===== config.mk =====
export PLATFORM = sky130hd
export DESIGN_NAME = pwr_reset_seq
export DESIGN_NICKNAME = d
export VERILOG_FILES = /design/src/rtl/prs_pkg.sv /design/src/rtl/prs_sync.sv /design/src/rtl/prs_delay_cnt.sv /design/src/rtl/prs_wdog.sv /design/src/rtl/pwr_reset_seq.sv
export SDC_FILE = /design/constraint.sdc
export NUM_CORES = 1
export LEC_CHECK = 0
export BUFFER_PORTS_ARGS = -buffer_cell sky130_fd_sc_hd__buf_2
export CAP_MARGIN = 20
export CORE_MARGIN = 3
export CORE_UTILIZATION = 45
export DETAILED_ROUTE_END_ITERATION = 10
export PLACE_DENSITY = 0.72
export SLEW_MARGIN = 20
export SYNTH_ARGS = -nofsm -noshare
export SYNTH_HDL_FRONTEND = slang
export SYNTH_SLANG_ARGS = --single-unit

===== constraint.sdc =====
create_clock -name clk -period 5.1 [get_ports clk]
set_input_delay 1.275 -clock clk [delete_from_list [all_inputs] [get_ports clk]]
set_output_delay 1.275 -clock clk [all_outputs]
set_load 0.02 [all_outputs]

===== src/rtl/prs_pkg.sv =====
package prs_pkg;
  // Count at which internal reset may release for a given delay selection.
  function automatic int unsigned sel_limit(input logic lng, input int unsigned long_cyc,
                                            input int unsigned short_cyc);
    return lng ? long_cyc : short_cyc;
  endfunction

  // Largest limit either selection can reach.
  function automatic int unsigned max_limit(input int unsigned a, input int unsigned b);
    return (a > b) ? a : b;
  endfunction
endpackage


===== src/rtl/prs_sync.sv =====
module prs_sync #(
  parameter int STAGES = 2
) (
  input  logic clk,
  input  logic arst_n,
  input  logic d,
  output logic q
);
  logic [STAGES-1:0] sh;

  // Assertion is immediate through arst_n; release walks through STAGES flops.
  always_ff @(posedge clk or negedge arst_n) begin
    if (!arst_n) sh <= '0;
    else         sh <= {sh[STAGES-2:0], d};
  end

  assign q = sh[STAGES-1];
endmodule


===== src/rtl/prs_delay_cnt.sv =====
module prs_delay_cnt #(
  parameter int          CNT_W     = 20,
  parameter int unsigned LONG_CYC  = 294912,
  parameter int unsigned SHORT_CYC = 288
) (
  input  logic             clk,
  input  logic             arst_n,
  input  logic             run,
  input  logic             long_sel,
  output logic [CNT_W-1:0] cnt,
  output logic             done
);
  import prs_pkg::*;

  logic [CNT_W-1:0] limit;

  assign limit = CNT_W'(sel_limit(long_sel, LONG_CYC, SHORT_CYC));
  assign done  = (cnt >= limit);

  // Saturating up-counter: it never wraps, so a released reset cannot re-assert on its own.
  always_ff @(posedge clk or negedge arst_n) begin
    if (!arst_n)                 cnt <= '0;
    else if (run && cnt < limit) cnt <= cnt + 1'b1;
  end
endmodule


===== src/rtl/prs_wdog.sv =====
module prs_wdog #(
  parameter int unsigned LEN = 288
) (
  input  logic clk,
  input  logic arst_n,
  input  logic hold,
  input  logic req,
  input  logic en,
  output logic busy
);
  localparam int WD_W = $clog2(LEN + 1);

  logic [WD_W-1:0] left;

  always_ff @(posedge clk or negedge arst_n) begin
    if (!arst_n)           left <= '0;
    else if (hold)         left <= '0;
    else if (req && en)    left <= WD_W'(LEN);
    else if (left != '0)   left <= left - 1'b1;
  end

  assign busy = (left != '0);
endmodule


===== src/rtl/pwr_reset_seq.sv =====
module pwr_reset_seq #(
  parameter int          CNT_W     = 20,
  parameter int unsigned LONG_CYC  = 294912,
  parameter int unsigned SHORT_CYC = 288,
  parameter int          SYNC_N    = 2
) (
  input  logic clk,
  input  logic pfail_n,
  input  logic pdown_n,
  input  logic long_delay,
  input  logic wd_req,
  input  logic wd_en,
  output logic sys_rst,
  output logic cpu_rst,
  output logic bus_in_force,
  output logic gpio_in_force,
  output logic strobe_hold,
  output logic osc_on
);
  // Named internal events, also observed by the bound checker.
  logic             pf_ok;
  logic             run_w;
  logic [CNT_W-1:0] cnt_w;
  logic             done_w;
  logic             rel_ok;
  logic             wd_busy_w;

  prs_sync #(.STAGES(SYNC_N)) u_pf_sync (
    .clk(clk), .arst_n(pfail_n), .d(1'b1), .q(pf_ok)
  );

  assign run_w = pf_ok & pdown_n;

  prs_delay_cnt #(.CNT_W(CNT_W), .LONG_CYC(LONG_CYC), .SHORT_CYC(SHORT_CYC)) u_cnt (
    .clk(clk), .arst_n(pfail_n), .run(run_w), .long_sel(long_delay),
    .cnt(cnt_w), .done(done_w)
  );

  prs_sync #(.STAGES(SYNC_N)) u_rel_sync (
    .clk(clk), .arst_n(pfail_n), .d(done_w & pdown_n), .q(rel_ok)
  );

  assign sys_rst = ~(rel_ok & pdown_n & pfail_n);

  prs_wdog #(.LEN(SHORT_CYC)) u_wdog (
    .clk(clk), .arst_n(pfail_n), .hold(sys_rst), .req(wd_req), .en(wd_en),
    .busy(wd_busy_w)
  );

  assign cpu_rst       = sys_rst | wd_busy_w;
  assign bus_in_force  = sys_rst;
  assign gpio_in_force = sys_rst;
  assign strobe_hold   = sys_rst;
  assign osc_on        = sys_rst;
endmodule


# After elaboration in Yosys (flattened, before gate mapping)
# Cells that the tools add are included.
[totals] ff_bits=33 latch_bits=0 mem_bits_rw=0 romBits=0 inputBits=6 out_inout_bits=6 wordCells=22 n_memories=0
[op_classes] addsub=2 multipliers=0 div_mod_pow=0 magnitude_cmp=2 n_eq_ne=1 n_shift=0 mux=4 bitwise=6 reduce_logical=3
[op_table] op="2-to-1 mux 9 bit" n=3
[op_table] op="adder 20 x 1 -> 20 bit (second input constant)" n=1
[op_table] op="greater-or-equal comparator 20 bit" n=1
[op_table] op="less-than comparator 20 bit" n=1
[op_table] op="2-to-1 mux 19 bit" n=1
[op_table] op="nonzero test 9 bit" n=1
[op_table] op="subtractor 9 x 1 -> 9 bit (second input constant)" n=1
[op_table] op="AND 1 bit" n=4
[op_table] op="!= test 3 x 2 -> 1 bit (second input constant)" n=1
[op_table] op="logical AND 1 bit" n=2
[op_table] op="NOT 1 bit" n=1
[op_table] op="OR 1 bit" n=1

# Logic depth before layout (Yosys ltp)
[logic_depth] word_depth=4 ltp_mapped=8 depth_no_buf=7

# Modules after synthesis
# From an unflattened synthesis, not the netlist that was laid out.
[unflattened] hier_cells=179 hier_area_um2=1799.2
[modules_own_cells] module="prs_delay_cnt" n_inst=1 cells_per_inst=112 area_per_inst_um2=1118.6 seq_area_each_um2=500.5
[modules_own_cells] module="prs_wdog" n_inst=1 cells_per_inst=54 area_per_inst_um2=520.5 seq_area_each_um2=225.2
[modules_own_cells] module="prs_sync" n_inst=2 cells_per_inst=2 area_per_inst_um2=50.0 seq_area_each_um2=50.0
[modules_own_cells] module="pwr_reset_seq" n_inst=1 cells_per_inst=9 area_per_inst_um2=60.1 seq_area_each_um2=0.0

# Least setup slack after synthesis
# No wires, ideal clock.
[synth_path] path_type="input port to output port" from="input port pfail_n" to="output port cpu_rst" arrival_ns=1.984 required_ns=3.825 path_slack_ns=1.841 stages=2 cell_sequence="nand3_1 or2_1"
[synth_between] elab_chain_cells=3
[synth_rtl] item="start: declaration" line_no="pwr_reset_seq.sv:8" rtl="input logic pfail_n,"
[synth_rtl] item="AND 1 bit" line_no="pwr_reset_seq.sv:43" rtl="assign sys_rst = ~(rel_ok & pdown_n & pfail_n);"
[synth_rtl] item="NOT 1 bit" line_no="pwr_reset_seq.sv:43"
[synth_rtl] item="OR 1 bit" line_no="pwr_reset_seq.sv:50" rtl="assign cpu_rst = sys_rst | wd_busy_w;"
[synth_rtl] item="end: declaration" line_no="pwr_reset_seq.sv:14" rtl="output logic cpu_rst,"
# No other way between the ends.

# Final worst setup path
[layout_path] from="register u_wdog.left[0]" to="output port cpu_rst"
[layout_between] elab_chain_cells=2
[layout_rtl] item="start: declaration" line_no="prs_wdog.sv:13" rtl="logic [WD_W-1:0] left;"
[layout_rtl] item="start signal: assignment" line_no="prs_wdog.sv:18" rtl="else if (req && en) left <= WD_W'(LEN);"
[layout_rtl] item="start signal: assignment" line_no="prs_wdog.sv:19" rtl="else if (left != '0) left <= left - 1'b1;"
[layout_rtl] item="nonzero test 9 bit" line_no="prs_wdog.sv:22" rtl="assign busy = (left != '0);"
[layout_rtl] item="OR 1 bit" line_no="pwr_reset_seq.sv:50"
# No other way between the ends.

==> summary.md <==
| Metric | Value |
|---|---|
| Gr ovfl total | 0 |
| Final Hold Fails | 0 |
| H-tree levels | 2 |
| Wirelength per Cell | 14.4 um |
| Synthesis-stage register bit count | 33 |
| Max-slew violations | 0 |
| CP top delay family | simple AND/OR/NAND/NOR gates |
| Gpl congestion | 0.898 |
| PD cells | slightly above 300 nW/um^2 |
| Clk pwr share | 0.326 |
| TNS Setup | 0 ns |
| Most common cell after layout, fill and taps aside | dfrtp_1 |
| Sequential fraction of the synthesis area | 0.478 |
| Slowest cell on the critical path | or4_4 |
| Crit-path max cell delay | 0.54 ns |
| # hold bufs at CTS | 0 |
| Status | finished, final reports clean |
| Post_cts resized | 0 |
| Hold Crit Class | flop to flop |
| Post-route ant nets | 0 |
| WL final | 3.27 mm |
| RSZ-0062 raised after global routing | no |
| Tightest Pin Transition | roughly 1.0 ns |
| CTS tree | yes |
| Die Ht | about 68 um |
| CTS root buf | clkbuf_8 |
| Port-buffer cells | 11 |
| DRC viols | 0 |
| Max Fclk | 282 MHz |
| Commonest non-fill, non-tap cells in the layout | dfrtp_1 (33), nor2_1 (17), xnor2_1 (17) |
| Logic gate share of total power | 0.128 |
| Total CTS buffers | 5 |
| Vias | 1295 |
| MaxCap Viol Count | 0 |
| CP required | ~3.8 ns |
| Main synth FF type | dfrtp_1 |
| Initial antenna violation count | 0 |
| Switching share of power | 0.275 |
| DIE WIDTH | 68.0 um |
| Syn Nets | 181 |
| Crit path capture type | output pin |
| Post-Syn Area | 1730 sq um |
| Worst relative slew slack | 0.328 |
| Int Pwr | 415 uW |
| DR vias/cell | approximately 5.7 |
| Final setup vio count | 0 |
| Yosys cell types | 38 |
| CTS Sinks | 33 |
| Clk buf depth | 2 |
| Final nets | between 150 and 200 |
| Min Tclk post-route | 3.54 ns |
| Skew final | 0.00883 ns |
| Core area | 3520 sq um |
| Diode count | 0 |
| Die Area | approximately 4600 sq um |
| Num ports | 12 |
| Setup bufs post-CTS | 0 |
| Asr flop ratio synth | 1.00 |
| Leak | between 0.0008 and 0.0009 uW |
| Crit path launch type | flop |
| Critical Path, Cell by Cell | inv_1 > ha_1 > or3b_4 > or4_4 > or2_1 > buf_2 |
| Critical path type | flop to output pin |
| Final HPWL from detailed placement | between 2 and 2.5 mm |
| Final Cycle Share | 0.695 |
| GRT Overall Usage | 0.170 |
| CTS clk-pin slew, worst paths | 0.07 ns |
| Crit path DAT | approximately 2.3 ns |
| NetSw | 157 uW |
| Total power | 572 uW |
| First-pass GRT wire length | 5.85 mm |
| Area grow syn2layout | 8.91% |
| Worst Path Max Fanout | 6 |
| Clock latency at the later pin of the worst-skew pair | between 0.2 and 0.3 ns |
| Largest net degree at the start of global routing | 34 |
| Mean Syn Cell Area | 10.3 sq um |
| Post-synth EDFFs | 0 |
| Vias in the first global route | 1273 |
| Rows | 21 |
| Flop pwr share | 0.546 |
| Drt first pass iters | 4 |
| Iter 0 DRT Violations | 65 |
| Share of cells above drive strength 1 | 0.144 |
| Maximum VDD drop | 0.163 mV |
| Synth Instances | between 150 and 200 |
| YS warnings | 0 |
| CP bufs+invs | 2 |
| Starting density of the core | 0.491 |
synth_stat cells, drive strengths merged (2+ instances only):
| library cell | count | share of area |
|---|---|---|
| nand3 | 8 | 0.023 |
| nor3b | 2 | 0.0087 |
| a31o | 2 | 0.010 |
| xor2 | 7 | 0.035 |
| xnor2 | 17 | 0.086 |
| o31ai | 2 | 0.0087 |
| dfrtp | 33 | 0.48 |
| and3 | 2 | 0.0072 |
| nor2 | 18 | 0.041 |
| or3 | 3 | 0.011 |
| nor3 | 7 | 0.020 |
| nor4 | 2 | 0.0072 |
| ha | 7 | 0.051 |
| a21oi | 3 | 0.0087 |
| mux2 | 2 | 0.015 |
| nand2 | 8 | 0.017 |
| and4 | 4 | 0.020 |
| a31oi | 2 | 0.0072 |
| buf | 5 | 0.024 |
| nand4 | 10 | 0.036 |
| inv | 8 | 0.017 |
| clkbuf | 2 | 0.0043 |
| or4 | 3 | 0.015 |
flip-flops by register name, indices dropped and copies added (netlist names):
signal	count
u_cnt.cnt	20
u_wdog.left	9
u_pf_sync.sh	2
u_rel_sync.sh	2
cell type report:
class | count | area [sq um]
fill | 324 | 1640
sequential | 33 | 826
multi-input combinational | 120 | 823
clock buffer | 6 | 72.6
timing repair buffer | 12 | 62.6
tap | 46 | 57.6
inverter | 8 | 30.0
clock inverter | 2 | 10.0
power groups by stage:
stage,Combinational (uW),Clock (uW),Sequential [uW]
after floorplan,51.8,0,308
after global placement,67.7,0,315
after detailed placement,73.9,0,316
after CTS,74.5,192,312
after global routing,84.4,206,316
final,73.1,186,313
per-stage QoR:
step	utilization	worst slack (ns)	hold WS, ns	area (sq um)	std cells
after floorplan	-	1.84	0.331	1730	168
after global placement	0.511	1.73	0.333	1800	219
after detailed placement	0.511	1.61	0.336	1800	219
after CTS	0.534	1.54	0.351	1880	227
after global routing	0.534	1.43	0.362	1880	227
final	0.534	1.56	0.350	1880	227
layer usage:
| metal | global-route usage | wire length, um | part of all wire |
|---|---|---|---|
| met5 | 0 | 0 | 0 |
| met4 | 0.0447 | 31 | 0.0095 |
| met3 | 0.0575 | 206 | 0.063 |
| met2 | 0.268 | 1480 | 0.45 |
| met1 | 0.222 | 1550 | 0.47 |
path summary, 6_finish.rpt:
check,end,depth (start not counted),startpoint,slack [ns]
max in group asynchronous,u_cnt.cnt[0]$_DFFE_PN0P_,2,pfail_n,3.77
hold / removal,u_rel_sync.sh[1]$_DFF_PN0_,0,u_rel_sync.sh[0]$_DFF_PN0_,0.35
setup / recovery,cpu_rst,6,u_wdog.left[0]$_DFFE_PN0P_,1.56
min in group asynchronous,u_cnt.cnt[11]$_DFFE_PN0P_,2,pfail_n,1.02
hold reg to reg,u_rel_sync.sh[1]$_DFF_PN0_,0,u_rel_sync.sh[0]$_DFF_PN0_,0.35
setup reg to reg,u_cnt.cnt[18]$_DFFE_PN0P_,6,u_cnt.cnt[18]$_DFFE_PN0P_,2.63
cells by family (layout without fill, tap and decap cells):
kind of cell / Yosys count / count (layout) / share of synthesized area
XOR/XNOR: 24 / 24 / 0.122
adder cells (fa/ha/maj): 7 / 7 / 0.0507
AND/OR/NAND/NOR: 76 / 76 / 0.249
other: 1 / 1 / 0.00217
flip-flops: 33 / 33 / 0.478
multiplexers: 2 / 2 / 0.0152
buffers and inverters: 15 / 28 / 0.0456
AO/OA/AOI/OAI: 10 / 10 / 0.0376
worst reg2reg max path, stage by stage, from the launching register on:
cell,delay (ns)
dfrtp_1,0.41
ha_1,0.20
nor2_1,0.49
nand4_1,0.36
or4_1,0.58
nor3_1,0.18
xor2_1,0.17
(Power assumes the default switching activity.)
